## src/rtl/pic_pkg.sv

```systemverilog
package pic_pkg;

  // lines handled by one controller core
  localparam int CHIP_LINES = 8;
  // number of cores in the cascade
  localparam int NCHIP = 2;
  // primary input that carries the secondary's request
  localparam int CASC_IN = 2;

  typedef enum logic [1:0] {
    INIT_IDLE = 2'd0,
    INIT_BASE = 2'd1,
    INIT_LINK = 2'd2,
    INIT_MODE = 2'd3
  } init_st_e;

endpackage

```

## src/rtl/pic_trig_reg.sv

```systemverilog
module pic_trig_reg #(
  parameter int W = 8,
  parameter logic [W-1:0] MASK = '1
) (
  input  logic         clk,
  input  logic         rst_n,
  input  logic         wr_en,
  input  logic [W-1:0] wdata,
  output logic [W-1:0] q
);

  logic [W-1:0] q_n;

  always_comb begin
    q_n = q;
    if (wr_en) q_n = wdata & MASK;
  end

  always_ff @(posedge clk or negedge rst_n) begin
    if (!rst_n) q <= '0;
    else        q <= q_n;
  end


  trig_mask_chk: assert property (@(posedge clk) disable iff (!rst_n)
    wr_en |=> (q == ($past(wdata) & MASK)));


  trig_hold_chk: assert property (@(posedge clk) disable iff (!rst_n)
    !wr_en |=> $stable(q));

endmodule

```

## src/rtl/pic_chip_core.sv

```systemverilog
module pic_chip_core
  import pic_pkg::*;
#(
  parameter int LINES = 8
) (
  input  logic             clk,
  input  logic             rst_n,
  input  logic [LINES-1:0] req_in,
  input  logic [LINES-1:0] trig,
  input  logic             cmd_wr,
  input  logic             data_wr,
  input  logic [7:0]       wdata,
  input  logic             ack_en,
  input  logic             poll_rd,
  input  logic             clr_casc,
  output logic [LINES-1:0] irr_o,
  output logic [LINES-1:0] isr_o,
  output logic [LINES-1:0] imr_o,
  output logic [7-$clog2(LINES):0] base_o,
  output logic             has_o,
  output logic [$clog2(LINES)-1:0] win_o,
  output logic             poll_o,
  output logic             rd_isr_o
);

  localparam int IW = $clog2(LINES);
  localparam int BW = 8 - IW;

  logic [LINES-1:0] irr_q, irr_n, isr_q, isr_n, imr_q, imr_n, last_q, last_n;
  logic [BW-1:0]    base_q, base_n;
  logic             init4_q, init4_n, aeoi_q, aeoi_n;
  logic             poll_q, poll_n, rdisr_q, rdisr_n;
  init_st_e         st_q, st_n;

  logic [LINES-1:0] pend;
  logic [IW-1:0]    win, isr_top;
  logic             has, take;

  // resolve winner and highest in-service line (lowest index first)
  assign pend = irr_q & ~imr_q;

  always_comb begin
    win = '0;
    for (int i = LINES - 1; i >= 0; i--)
      if (pend[i]) win = IW'(i);
  end

  always_comb begin
    isr_top = '0;
    for (int i = LINES - 1; i >= 0; i--)
      if (isr_q[i]) isr_top = IW'(i);
  end

  assign has  = (|pend) && ((isr_q == '0) || (win < isr_top));
  assign take = (ack_en || poll_rd) && has;

  always_comb begin
    irr_n   = irr_q;
    isr_n   = isr_q;
    imr_n   = imr_q;
    last_n  = req_in;
    base_n  = base_q;
    init4_n = init4_q;
    aeoi_n  = aeoi_q;
    poll_n  = poll_q;
    rdisr_n = rdisr_q;
    st_n    = st_q;

    // request sampling
    for (int i = 0; i < LINES; i++) begin
      if (trig[i])                       irr_n[i] = req_in[i];
      else if (req_in[i] && !last_q[i])  irr_n[i] = 1'b1;
    end

    // acknowledge (bus or poll)
    if (take) begin
      if (!aeoi_q)    isr_n[win] = 1'b1;
      if (!trig[win]) irr_n[win] = 1'b0;
    end
    if (poll_rd) poll_n = 1'b0;

    if (clr_casc) begin
      isr_n[CASC_IN] = 1'b0;
      irr_n[CASC_IN] = 1'b0;
    end

    if (cmd_wr) begin
      if (wdata[4]) begin
        init4_n = wdata[0];
        imr_n   = '0;
        isr_n   = '0;
        irr_n   = irr_n & trig;
        last_n  = '0;
        poll_n  = 1'b0;
        rdisr_n = 1'b0;
        if (!wdata[0]) aeoi_n = 1'b0;
        st_n    = INIT_BASE;
      end else if (wdata[3]) begin
        if (wdata[2]) poll_n  = 1'b1;
        if (wdata[1]) rdisr_n = wdata[0];
      end else begin
        case (wdata[7:5])
          3'b001:  if (isr_q != '0) isr_n[isr_top] = 1'b0;
          3'b011:  isr_n[wdata[IW-1:0]] = 1'b0;
          default: ;
        endcase
      end
    end

    if (data_wr) begin
      case (st_q)
        INIT_IDLE: imr_n = wdata[LINES-1:0];
        INIT_BASE: begin
          base_n = wdata[7:IW];
          st_n   = INIT_LINK;
        end
        INIT_LINK: st_n = init4_q ? INIT_MODE : INIT_IDLE;
        INIT_MODE: begin
          aeoi_n = wdata[1];
          st_n   = INIT_IDLE;
        end
        default:   st_n = INIT_IDLE;
      endcase
    end
  end

  always_ff @(posedge clk or negedge rst_n) begin
    if (!rst_n) begin
      irr_q   <= '0;
      isr_q   <= '0;
      imr_q   <= '0;
      last_q  <= '0;
      base_q  <= '0;
      init4_q <= 1'b0;
      aeoi_q  <= 1'b0;
      poll_q  <= 1'b0;
      rdisr_q <= 1'b0;
      st_q    <= INIT_IDLE;
    end else begin
      irr_q   <= irr_n;
      isr_q   <= isr_n;
      imr_q   <= imr_n;
      last_q  <= last_n;
      base_q  <= base_n;
      init4_q <= init4_n;
      aeoi_q  <= aeoi_n;
      poll_q  <= poll_n;
      rdisr_q <= rdisr_n;
      st_q    <= st_n;
    end
  end

  assign irr_o    = irr_q;
  assign isr_o    = isr_q;
  assign imr_o    = imr_q;
  assign base_o   = base_q;
  assign has_o    = has;
  assign win_o    = win;
  assign poll_o   = poll_q;
  assign rd_isr_o = rdisr_q;


  ack_isr_chk: assert property (@(posedge clk) disable iff (!rst_n)
    (ack_en && has && !aeoi_q && !cmd_wr && !clr_casc) |=> isr_q[$past(win)]);


  edge_clear_chk: assert property (@(posedge clk) disable iff (!rst_n)
    (take && !trig[win] && !cmd_wr) |=> !irr_q[$past(win)]);


  mask_load_chk: assert property (@(posedge clk) disable iff (!rst_n)
    (data_wr && !cmd_wr && st_q == INIT_IDLE) |=> imr_q == $past(wdata[LINES-1:0]));

endmodule

```

## src/rtl/pic_cascade_pair.sv

```systemverilog
module pic_cascade_pair
  import pic_pkg::*;
#(
  parameter int AW = 16,
  parameter logic [AW-1:0] M_CMD_ADDR  = 16'h0020,
  parameter logic [AW-1:0] M_DATA_ADDR = 16'h0021,
  parameter logic [AW-1:0] S_CMD_ADDR  = 16'h00A0,
  parameter logic [AW-1:0] S_DATA_ADDR = 16'h00A1,
  parameter logic [AW-1:0] M_TRIG_ADDR = 16'h04D0,
  parameter logic [AW-1:0] S_TRIG_ADDR = 16'h04D1,
  parameter logic [7:0]    M_TRIG_MASK = 8'hF8,
  parameter logic [7:0]    S_TRIG_MASK = 8'hDE
) (
  input  logic                          clk,
  input  logic                          rst_n,
  input  logic [NCHIP*CHIP_LINES-1:0]   irq_lines,
  input  logic [AW-1:0]                 bus_addr,
  input  logic                          bus_wr,
  input  logic                          bus_rd,
  input  logic [7:0]                    bus_wdata,
  output logic [7:0]                    bus_rdata,
  input  logic                          int_ack,
  output logic [7:0]                    ack_vector,
  output logic                          ack_valid,
  output logic                          cpu_int
);

  localparam int NLINE = NCHIP * CHIP_LINES;
  localparam int IW    = $clog2(CHIP_LINES);
  localparam int BW    = 8 - IW;

  logic [CHIP_LINES-1:0] core_req [NCHIP];
  logic [CHIP_LINES-1:0] trig_q   [NCHIP];
  logic [CHIP_LINES-1:0] irr      [NCHIP];
  logic [CHIP_LINES-1:0] isr      [NCHIP];
  logic [CHIP_LINES-1:0] imr      [NCHIP];
  logic [BW-1:0]         base     [NCHIP];
  logic [IW-1:0]         win      [NCHIP];
  logic [7:0]            poll_byte[NCHIP];
  logic [NCHIP-1:0] has, poll_arm, rd_isr;
  logic [NCHIP-1:0] cmd_hit, data_hit, trig_hit;
  logic [NCHIP-1:0] cmd_wr, data_wr, trig_wr, ack_en, poll_rd, clr_casc;

  logic             any_hit;
  logic [NLINE-1:0] lines_q;
  logic             upd_q, upd_n, casc_q, casc_n;
  logic [7:0]       rdata_q, rdata_n, rd_mux;
  logic [7:0]       vec_q, vec_n, vec_sel;
  logic             ackv_q, ackv_n;

  generate
    for (genvar c = 0; c < NCHIP; c++) begin : g_chip
      localparam logic [AW-1:0] CADDR = (c == 0) ? M_CMD_ADDR  : S_CMD_ADDR;
      localparam logic [AW-1:0] DADDR = (c == 0) ? M_DATA_ADDR : S_DATA_ADDR;
      localparam logic [AW-1:0] TADDR = (c == 0) ? M_TRIG_ADDR : S_TRIG_ADDR;
      localparam logic [7:0]    TMASK = (c == 0) ? M_TRIG_MASK : S_TRIG_MASK;

      assign cmd_hit[c]  = (bus_addr == CADDR);
      assign data_hit[c] = (bus_addr == DADDR);
      assign trig_hit[c] = (bus_addr == TADDR);
      assign cmd_wr[c]   = bus_wr && cmd_hit[c];
      assign data_wr[c]  = bus_wr && data_hit[c];
      assign trig_wr[c]  = bus_wr && trig_hit[c];
      assign poll_rd[c]  = bus_rd && (cmd_hit[c] || data_hit[c]) && poll_arm[c];
      assign poll_byte[c] = has[c] ? {1'b1, {(7-IW){1'b0}}, win[c]} : 8'h07;

      pic_trig_reg #(
        .W    (CHIP_LINES),
        .MASK (TMASK)
      ) u_trig (
        .clk   (clk),
        .rst_n (rst_n),
        .wr_en (trig_wr[c]),
        .wdata (bus_wdata),
        .q     (trig_q[c])
      );

      pic_chip_core #(
        .LINES (CHIP_LINES)
      ) u_core (
        .clk      (clk),
        .rst_n    (rst_n),
        .req_in   (core_req[c]),
        .trig     (trig_q[c]),
        .cmd_wr   (cmd_wr[c]),
        .data_wr  (data_wr[c]),
        .wdata    (bus_wdata),
        .ack_en   (ack_en[c]),
        .poll_rd  (poll_rd[c]),
        .clr_casc (clr_casc[c]),
        .irr_o    (irr[c]),
        .isr_o    (isr[c]),
        .imr_o    (imr[c]),
        .base_o   (base[c]),
        .has_o    (has[c]),
        .win_o    (win[c]),
        .poll_o   (poll_arm[c]),
        .rd_isr_o (rd_isr[c])
      );
    end
  endgenerate

  assign any_hit = |{cmd_hit, data_hit, trig_hit};

  // line routing: chip n>>3, input n&7; primary cascade input from the pulse
  always_comb begin
    for (int c = 0; c < NCHIP; c++)
      core_req[c] = irq_lines[c*CHIP_LINES +: CHIP_LINES];
    core_req[0][CASC_IN] = casc_q;
  end

  // acknowledge routing
  always_comb begin
    ack_en      = '0;
    clr_casc    = '0;
    ack_en[0]   = int_ack;
    ack_en[1]   = int_ack && has[0] && (win[0] == IW'(CASC_IN));
    clr_casc[0] = poll_rd[1] && has[1];
  end

  always_comb begin
    if (!has[0])                        vec_sel = {base[0], {IW{1'b1}}};
    else if (win[0] == IW'(CASC_IN))    vec_sel = has[1] ? {base[1], win[1]}
                                                         : {base[1], {IW{1'b1}}};
    else                                vec_sel = {base[0], win[0]};
  end

  // read mux
  always_comb begin
    rd_mux = 8'hFF;
    for (int c = 0; c < NCHIP; c++) begin
      if (cmd_hit[c] || data_hit[c]) begin
        if (poll_arm[c])   rd_mux = poll_byte[c];
        else if (cmd_hit[c]) rd_mux = rd_isr[c] ? isr[c] : irr[c];
        else               rd_mux = imr[c];
      end
      if (trig_hit[c]) rd_mux = trig_q[c];
    end
  end

  // next state: update strobe, cascade pulse, bus/ack outputs
  always_comb begin
    upd_n   = bus_wr || (|poll_rd) || int_ack || (irq_lines != lines_q);
    casc_n  = upd_q && has[1];
    rdata_n = bus_rd ? rd_mux : rdata_q;
    vec_n   = int_ack ? vec_sel : vec_q;
    ackv_n  = int_ack;
  end

  always_ff @(posedge clk or negedge rst_n) begin
    if (!rst_n) begin
      lines_q <= '0;
      upd_q   <= 1'b0;
      casc_q  <= 1'b0;
      rdata_q <= '0;
      vec_q   <= '0;
      ackv_q  <= 1'b0;
    end else begin
      lines_q <= irq_lines;
      upd_q   <= upd_n;
      casc_q  <= casc_n;
      rdata_q <= rdata_n;
      vec_q   <= vec_n;
      ackv_q  <= ackv_n;
    end
  end

  assign bus_rdata  = rdata_q;
  assign ack_vector = vec_q;
  assign ack_valid  = ackv_q;
  assign cpu_int    = has[0];


  ack_valid_chk: assert property (@(posedge clk) disable iff (!rst_n)
    int_ack |=> ack_valid);


  ack_quiet_chk: assert property (@(posedge clk) disable iff (!rst_n)
    !int_ack |=> !ack_valid);


  spurious_primary_chk: assert property (@(posedge clk) disable iff (!rst_n)
    (int_ack && !has[0]) |=> ack_vector == {$past(base[0]), {IW{1'b1}}});


  unmapped_rd_chk: assert property (@(posedge clk) disable iff (!rst_n)
    (bus_rd && !any_hit) |=> bus_rdata == 8'hFF);


  casc_src_chk: assert property (@(posedge clk) disable iff (!rst_n)
    $rose(casc_q) |-> $past(has[1]));

endmodule

```

## config.mk

```make
export PLATFORM = sky130hd
export DESIGN_NAME = pic_cascade_pair
export DESIGN_NICKNAME = d
export VERILOG_FILES = /design/src/rtl/pic_pkg.sv /design/src/rtl/pic_trig_reg.sv /design/src/rtl/pic_chip_core.sv /design/src/rtl/pic_cascade_pair.sv
export SDC_FILE = /design/constraint.sdc
export NUM_CORES = 1
export LEC_CHECK = 0
export ABC_AREA = 1
export BUFFER_PORTS_ARGS = -buffer_cell sky130_fd_sc_hd__buf_2
export CAP_MARGIN = 20
export CELL_PAD_IN_SITES_DETAIL_PLACEMENT = 2
export CELL_PAD_IN_SITES_GLOBAL_PLACEMENT = 2
export CORE_MARGIN = 8
export CORE_UTILIZATION = 30
export DETAILED_ROUTE_END_ITERATION = 8
export PLACE_DENSITY_LB_ADDON = 0.1
export REMOVE_ABC_BUFFERS = 1
export SLEW_MARGIN = 10
export SYNTH_ARGS = -nofsm -noshare
export SYNTH_HDL_FRONTEND = slang
export SYNTH_HIERARCHICAL = 1
export SYNTH_SLANG_ARGS = --single-unit
```

## constraint.sdc

```tcl
create_clock -name clk -period 4.4 [get_ports clk]
set_clock_uncertainty 0.15 [all_clocks]
set_input_delay 0.44 -clock clk [delete_from_list [all_inputs] [get_ports clk]]
set_output_delay 0.44 -clock clk [all_outputs]
set_load 0.005 [all_outputs]
```

After elaboration in Yosys (flattened, before gate mapping)
Cells that the tools add are included.
{"block": "word_totals", "input_bits": 45, "elab_cells": 313, "ff_bits": 132, "out_inout_bits": 18}
{"block": "op_classes", "mux": 157, "n_reduce_logical": 81, "order_cmp": 12, "n_bitwise": 19, "eq_ne": 16}
{"operator": "$mux W8", "n": 46}
{"operator": "$mux W3", "n": 33}
{"operator": "$and A8 B8 Y8", "n": 10}
{"operator": "$mux W1", "n": 59}
{"operator": "$not A8 Y8", "n": 7}
{"operator": "$logic_and A1 B1 Y1", "n": 39}
{"operator": "$eq A16 B11 Y1 const B", "n": 2}
{"operator": "$eq A16 B6 Y1 const B", "n": 2}
{"operator": "$eq A16 B8 Y1 const B", "n": 2}
{"operator": "$pmux W8 S2", "n": 2}
{"operator": "$lt A3 B4 Y1 const B", "n": 5}
{"operator": "$logic_not A1 Y1", "n": 16}
{"operator": "$logic_not A8 Y1", "n": 2}
{"operator": "$mux W2", "n": 8}
{"operator": "$ne A16 B16 Y1", "n": 1}
{"operator": "$or A8 B8 Y8", "n": 2}
{"operator": "$reduce_bool A8 Y1", "n": 2}
{"operator": "$reduce_or A8 Y1", "n": 2}
{"operator": "$demux W1 S3", "n": 5}
{"operator": "$ge A3 B1 Y1 const B", "n": 5}
{"operator": "$pmux W2 S3", "n": 2}
{"operator": "$logic_or A1 B1 Y1", "n": 9}
{"operator": "$eq A2 B2 Y1 const B", "n": 4}
{"operator": "$reduce_and A2 Y1", "n": 4}
{"operator": "other kinds (9)", "n": 16}

Longest topological paths before layout
{"block": "logic_depth", "word_depth": 24, "mapped_depth": 22, "ltp_nobuf": 22}

Hierarchy
The synthesis kept the hierarchy.
{"module": "pic_chip_core", "seq_area_each_um2": 1076.0, "cells_per_inst": 361, "area_per_inst_um2": 2651.3, "n_inst": 2}
{"module": "pic_cascade_pair", "seq_area_each_um2": 875.8, "cells_per_inst": 364, "area_per_inst_um2": 2476.1, "n_inst": 1}
{"module": "pic_trig_reg (g_chip[1].u_trig)", "seq_area_each_um2": 150.1, "cells_per_inst": 28, "area_per_inst_um2": 240.2, "n_inst": 1}
{"module": "pic_trig_reg (g_chip[0].u_trig)", "seq_area_each_um2": 125.1, "cells_per_inst": 25, "area_per_inst_um2": 211.5, "n_inst": 1}

Least setup slack after synthesis
No wires, ideal clock.
{"block": "synth_path", "kind": "register to register", "from": "register g_chip[0].u_core.imr_q[5]", "to": "register g_chip[1].u_core.irr_q[2]", "arrival_time_ps": 2815, "path_stages_with_launch": 23, "n_path_buf": 2, "period_less_slack_ps": 3087, "setup_slack_ps": 1313, "required_time_ps": 4128, "setup_time_ps": 122, "cell_sequence": "dfrtp_1 inv_2 nand2_2 nand2_2 inv_1 nand2_1 nand2_1 nand2_2 inv_1 ha_1 nand2_1 inv_1 nand2_1 nand2_1 a21boi_0 clkbuf_1 nand2_1 nor2_1 or2_2 buf_1 nand3_4 nor2_1 nor2_1"}
{"element": "from (decl)", "line": "pic_chip_core.sv:29", "text": "logic [LINES-1:0] irr_q, irr_n, isr_q, isr_n, imr_q, imr_n, last_q, last_n;"}
{"element": "from (signal assigned)", "line": "pic_chip_core.sv:142", "text": "imr_q <= imr_n;"}
{"element": "to (signal assigned)", "line": "pic_chip_core.sv:140", "text": "irr_q <= irr_n;"}
{"element": "to (decl)", "line": "pic_chip_core.sv:29"}

==> flow_summary.yaml <==
status:
  status: "complete, no violations"
timing:
  worst_pin_slew_ns: 0.931
  fin_crit_ns: 3.38
  max_slew_margin_pct: 37.9
  setup_viol: 0
  fin_setup_tns_ns: 0
  period_share_pct: 76.9
  hold_viol_final: 0
  fin_ws_ns: 1.02
  rsz0062_at_grt: "false"
  final_max_slew_viol_count: 0
  fmax_mhz: 296
placement:
  gp_congestion: 0.813
  dpl.hpwl_um: 23800
  dp_cells: 1522
  port_buffers: 62
  place_ws_ns: 0.957
  postPlaceCellArea_um2: 8860
cts:
  cts_max_path_buffers: 2
  cts_sinks: 132
  cts-buffers-inserted: 17
  tritoncts: "done"
  clk_latency_ns: 0.43
  clk_pin_slew_ns: 0.07
  cts.repair_timing.setup_buffer_count: 0
  cts_max_level: 4
  ctsRootBufferMaster: "clkbuf_16"
setup_path:
  cp.required_ns: 4.56
  endpoint_kind: "flop"
  critPathMaxFanout: 4
  path_cells: "inv_1 -> nand2_1 -> nand2_2 -> inv_1 -> nand2_1 -> nand2_1 -> nand2_2 -> inv_1 -> ha_1 -> nand2_1 -> inv_1 -> nand2_1 -> nand2_1 -> a21boi_0 -> inv_1 -> or2_2 -> nand3_1 -> nand2_1 -> nor2_1 -> nand2_1 -> nand2_1 -> nand2_1"
  crit_path_top_delay_cell: "a21boi_0"
  start_kind: "flop"
  slowest_delay_ns: 0.49
  critical_path_arrival_ns: 3.55
  critPathKind: "reg -> reg"
  crit_path_frequent_cell: "nand2_1"
  r2r_slack_ns: 1.02
detailed_routing:
  via_per_inst: 5.01
  ant_nets: 0
  drt-initial-drc-count: 292
  routedWlPerCell_um: 19.7
  drc: 0
  drtPass1Iterations: 4
  wl_um: 30900
  num_vias: 7848
synthesis:
  netlist_area_um2: 8230
  yosys_warnings: 6
  synth_ff_type: "dfrtp_1"
  postSynthAreaPerCell_um2: 7.23
  synth_seq_cells: 132
  syn_inst: 1139
  synth-edff-count: 0
  synthDistinctLibCells: 43
  async_flop_share_pct: 100
  synth-seq-area-share_pct: 40.1
power:
  ir_worst_vdd_uv: 211
  p_leak_nw: 4.67
  p_total_mw: 3.12
  power_density_nw_per_um2: 326
global_routing:
  antenna_found_initial: 0
  grt_pass1_vias: 8817
  grt_max_degree: 91
  use_met1_pct: 22.4
  grt_use_total_pct: 19.2
  grt_busiest_layer: "met2"
  met2_usage_pct: 35.5
  overflow: 0
  globalRouteMet3Util_pct: 2.42
  grt_pass1_wl_um: 49300
cells_and_area:
  fin_area_um2: 9590
  area_delta_synth_final_pct: 16.6
  nets: 1263
  n_fill_cell: 3222
  drive_gt1_share_pct: 16.1
  diodes: 0
  fin_cells: 1568
floorplanning:
  pin_count: 63
  die_w_um: 182
  start_util_pct: 30.5
  rows: 60
  dieArea_um2: 33000
  core_um2: 27000
  die_y_um: 182
min_path:
  hold_path_class: "in -> reg"
job:
  maxCapViolations: 0
[state kept, by name, indices dropped and copies added, names as in the netlist]
signal                  flops
ack_valid                   1
ack_vector                  8
bus_rdata                   8
casc_q                      1
g_chip.u_core/aeoi_q        2
g_chip.u_core/base_o       10
g_chip.u_core/imr_o        16
g_chip.u_core/init4_q       2
g_chip.u_core/irr_o        16
g_chip.u_core/isr_o        16
g_chip.u_core/last_q       16
g_chip.u_core/poll_o        2
g_chip.u_core/rd_isr_o      2
g_chip.u_core/st_q          4
g_chip.u_trig/q            11
lines_q                    16
upd_q                       1
[worst max-delay path, delay by kind of cell (launching register included)]
kind / cells / cell delay, ns
fa+ha+maj: 1 / 0.28
buf+inv: 5 / 0.45
compound gates: 1 / 0.49
flops: 1 / 0.40
simple gates: 15 / 1.53
[path summary, 6_finish.rpt]
check	from	to	depth (start not counted)
min reg2reg	upd_q	casc_q	2
max	g_chip[1].u_core/imr_o[4]	bus_rdata[1]	22
max reg2reg	g_chip[1].u_core/imr_o[4]	bus_rdata[1]	22
max in group asynchronous	rst_n	g_chip[0].u_core/last_q[1]	3
min in group asynchronous	rst_n	g_chip[1].u_core/aeoi_q	2
min	irq_lines[5]	lines_q[5]	1
[synthesized netlist by cell type, types with 5 or more instances]
| cell | instances | area, µm² |
|---|---|---|
| o21ai_0 | 91 | 455 |
| dfrtp_1 | 132 | 3300 |
| a21oi_1 | 61 | 305 |
| buf_4 | 5 | 37.5 |
| buf_6 | 6 | 67.6 |
| nor2_4 | 12 | 135 |
| mux2i_1 | 6 | 60.1 |
| nand2_4 | 6 | 67.6 |
| nor2_1 | 143 | 537 |
| inv_2 | 22 | 82.6 |
| nand4_1 | 24 | 150 |
| nor3_1 | 13 | 65.1 |
| nand3_1 | 84 | 420 |
| or2_2 | 6 | 37.5 |
| nand2_1 | 245 | 920 |
| o21ai_1 | 7 | 35.0 |
| inv_1 | 145 | 544 |
| xor2_1 | 16 | 140 |
| o31ai_1 | 8 | 60.1 |
| nand2_2 | 27 | 169 |
| nand3_2 | 6 | 60.1 |
| clkbuf_1 | 14 | 52.6 |
[metrics by stage]
| stage | util, % | hold slack [ns] |
|---|---|---|
| after floorplan | - | -0.00559 |
| after global placement | 32.9 | 0.279 |
| after detailed placement | 32.9 | 0.276 |
| after CTS | 35.6 | 0.00266 |
| after global routing | 35.6 | 0.000129 |
| final | 35.6 | 0.0168 |
[metal layers]
| metal | vias up | share of wire (%) |
|---|---|---|
| met5 | - | 0 |
| li1 | 3794 | - |
| met3 | 41 | 1.6 |
| met2 | 65 | 52 |
| met1 | 3948 | 43 |
| met4 | 0 | 2.7 |
[cell type report]
type | instances | area [µm²] | area share, %
Multi-Input combinational cell | 809 | 4120 | 42.9
Inverter | 170 | 638 | 6.65
Timing Repair Buffer | 84 | 517 | 5.39
Clock buffer | 19 | 443 | 4.62
Sequential cell | 132 | 3300 | 34.4
Clock inverter | 13 | 149 | 1.55
Tap cell | 341 | 427 | 4.45
[kinds of logic after synthesis]
| group | count (synthesis) | synth area share (%) |
|---|---|---|
| simple gates | 582 | 33.3 |
| compound gates | 195 | 13.4 |
| mux | 6 | 0.730 |
| fa+ha+maj | 4 | 0.608 |
| flops | 132 | 40.1 |
| buf+inv | 201 | 9.97 |
| other cells | 3 | 0.137 |
| xor+xnor | 16 | 1.70 |
[repair_timing]
action | in CTS | in global routing
hold buffers | 14 | 0
resized for setup | 0 | 0
endpoints found under the hold margin | 22 | 0
[layout by cell type (no fill, tap or decap), types with 12 or more instances in the layout]
cell / Yosys / final
nand2_1: 245 / 245
nor2_4: 12 / 12
buf_2: 2 / 61
inv_2: 22 / 22
o21ai_0: 91 / 91
xor2_1: 16 / 16
clkbuf_16: 0 / 17
dlygate4sd3_1: 0 / 14
nand4_1: 24 / 24
nand2_2: 27 / 27
a21oi_1: 61 / 61
inv_1: 145 / 145
nor2_1: 143 / 143
nor3_1: 13 / 13
dfrtp_1: 132 / 132
nand3_1: 84 / 84
[where the power goes]
part / internal [mW] / switching (mW) / total (mW) / leakage [nW]
combinational: 0.112 / 0.251 / 0.363 / 2.83
sequential: 1.25 / 0.0293 / 1.28 / 1.57
clock: 0.858 / 0.623 / 1.48 / 0.281
total: 2.22 / 0.903 / 3.12 / 4.67
(Power assumes the default switching activity.)
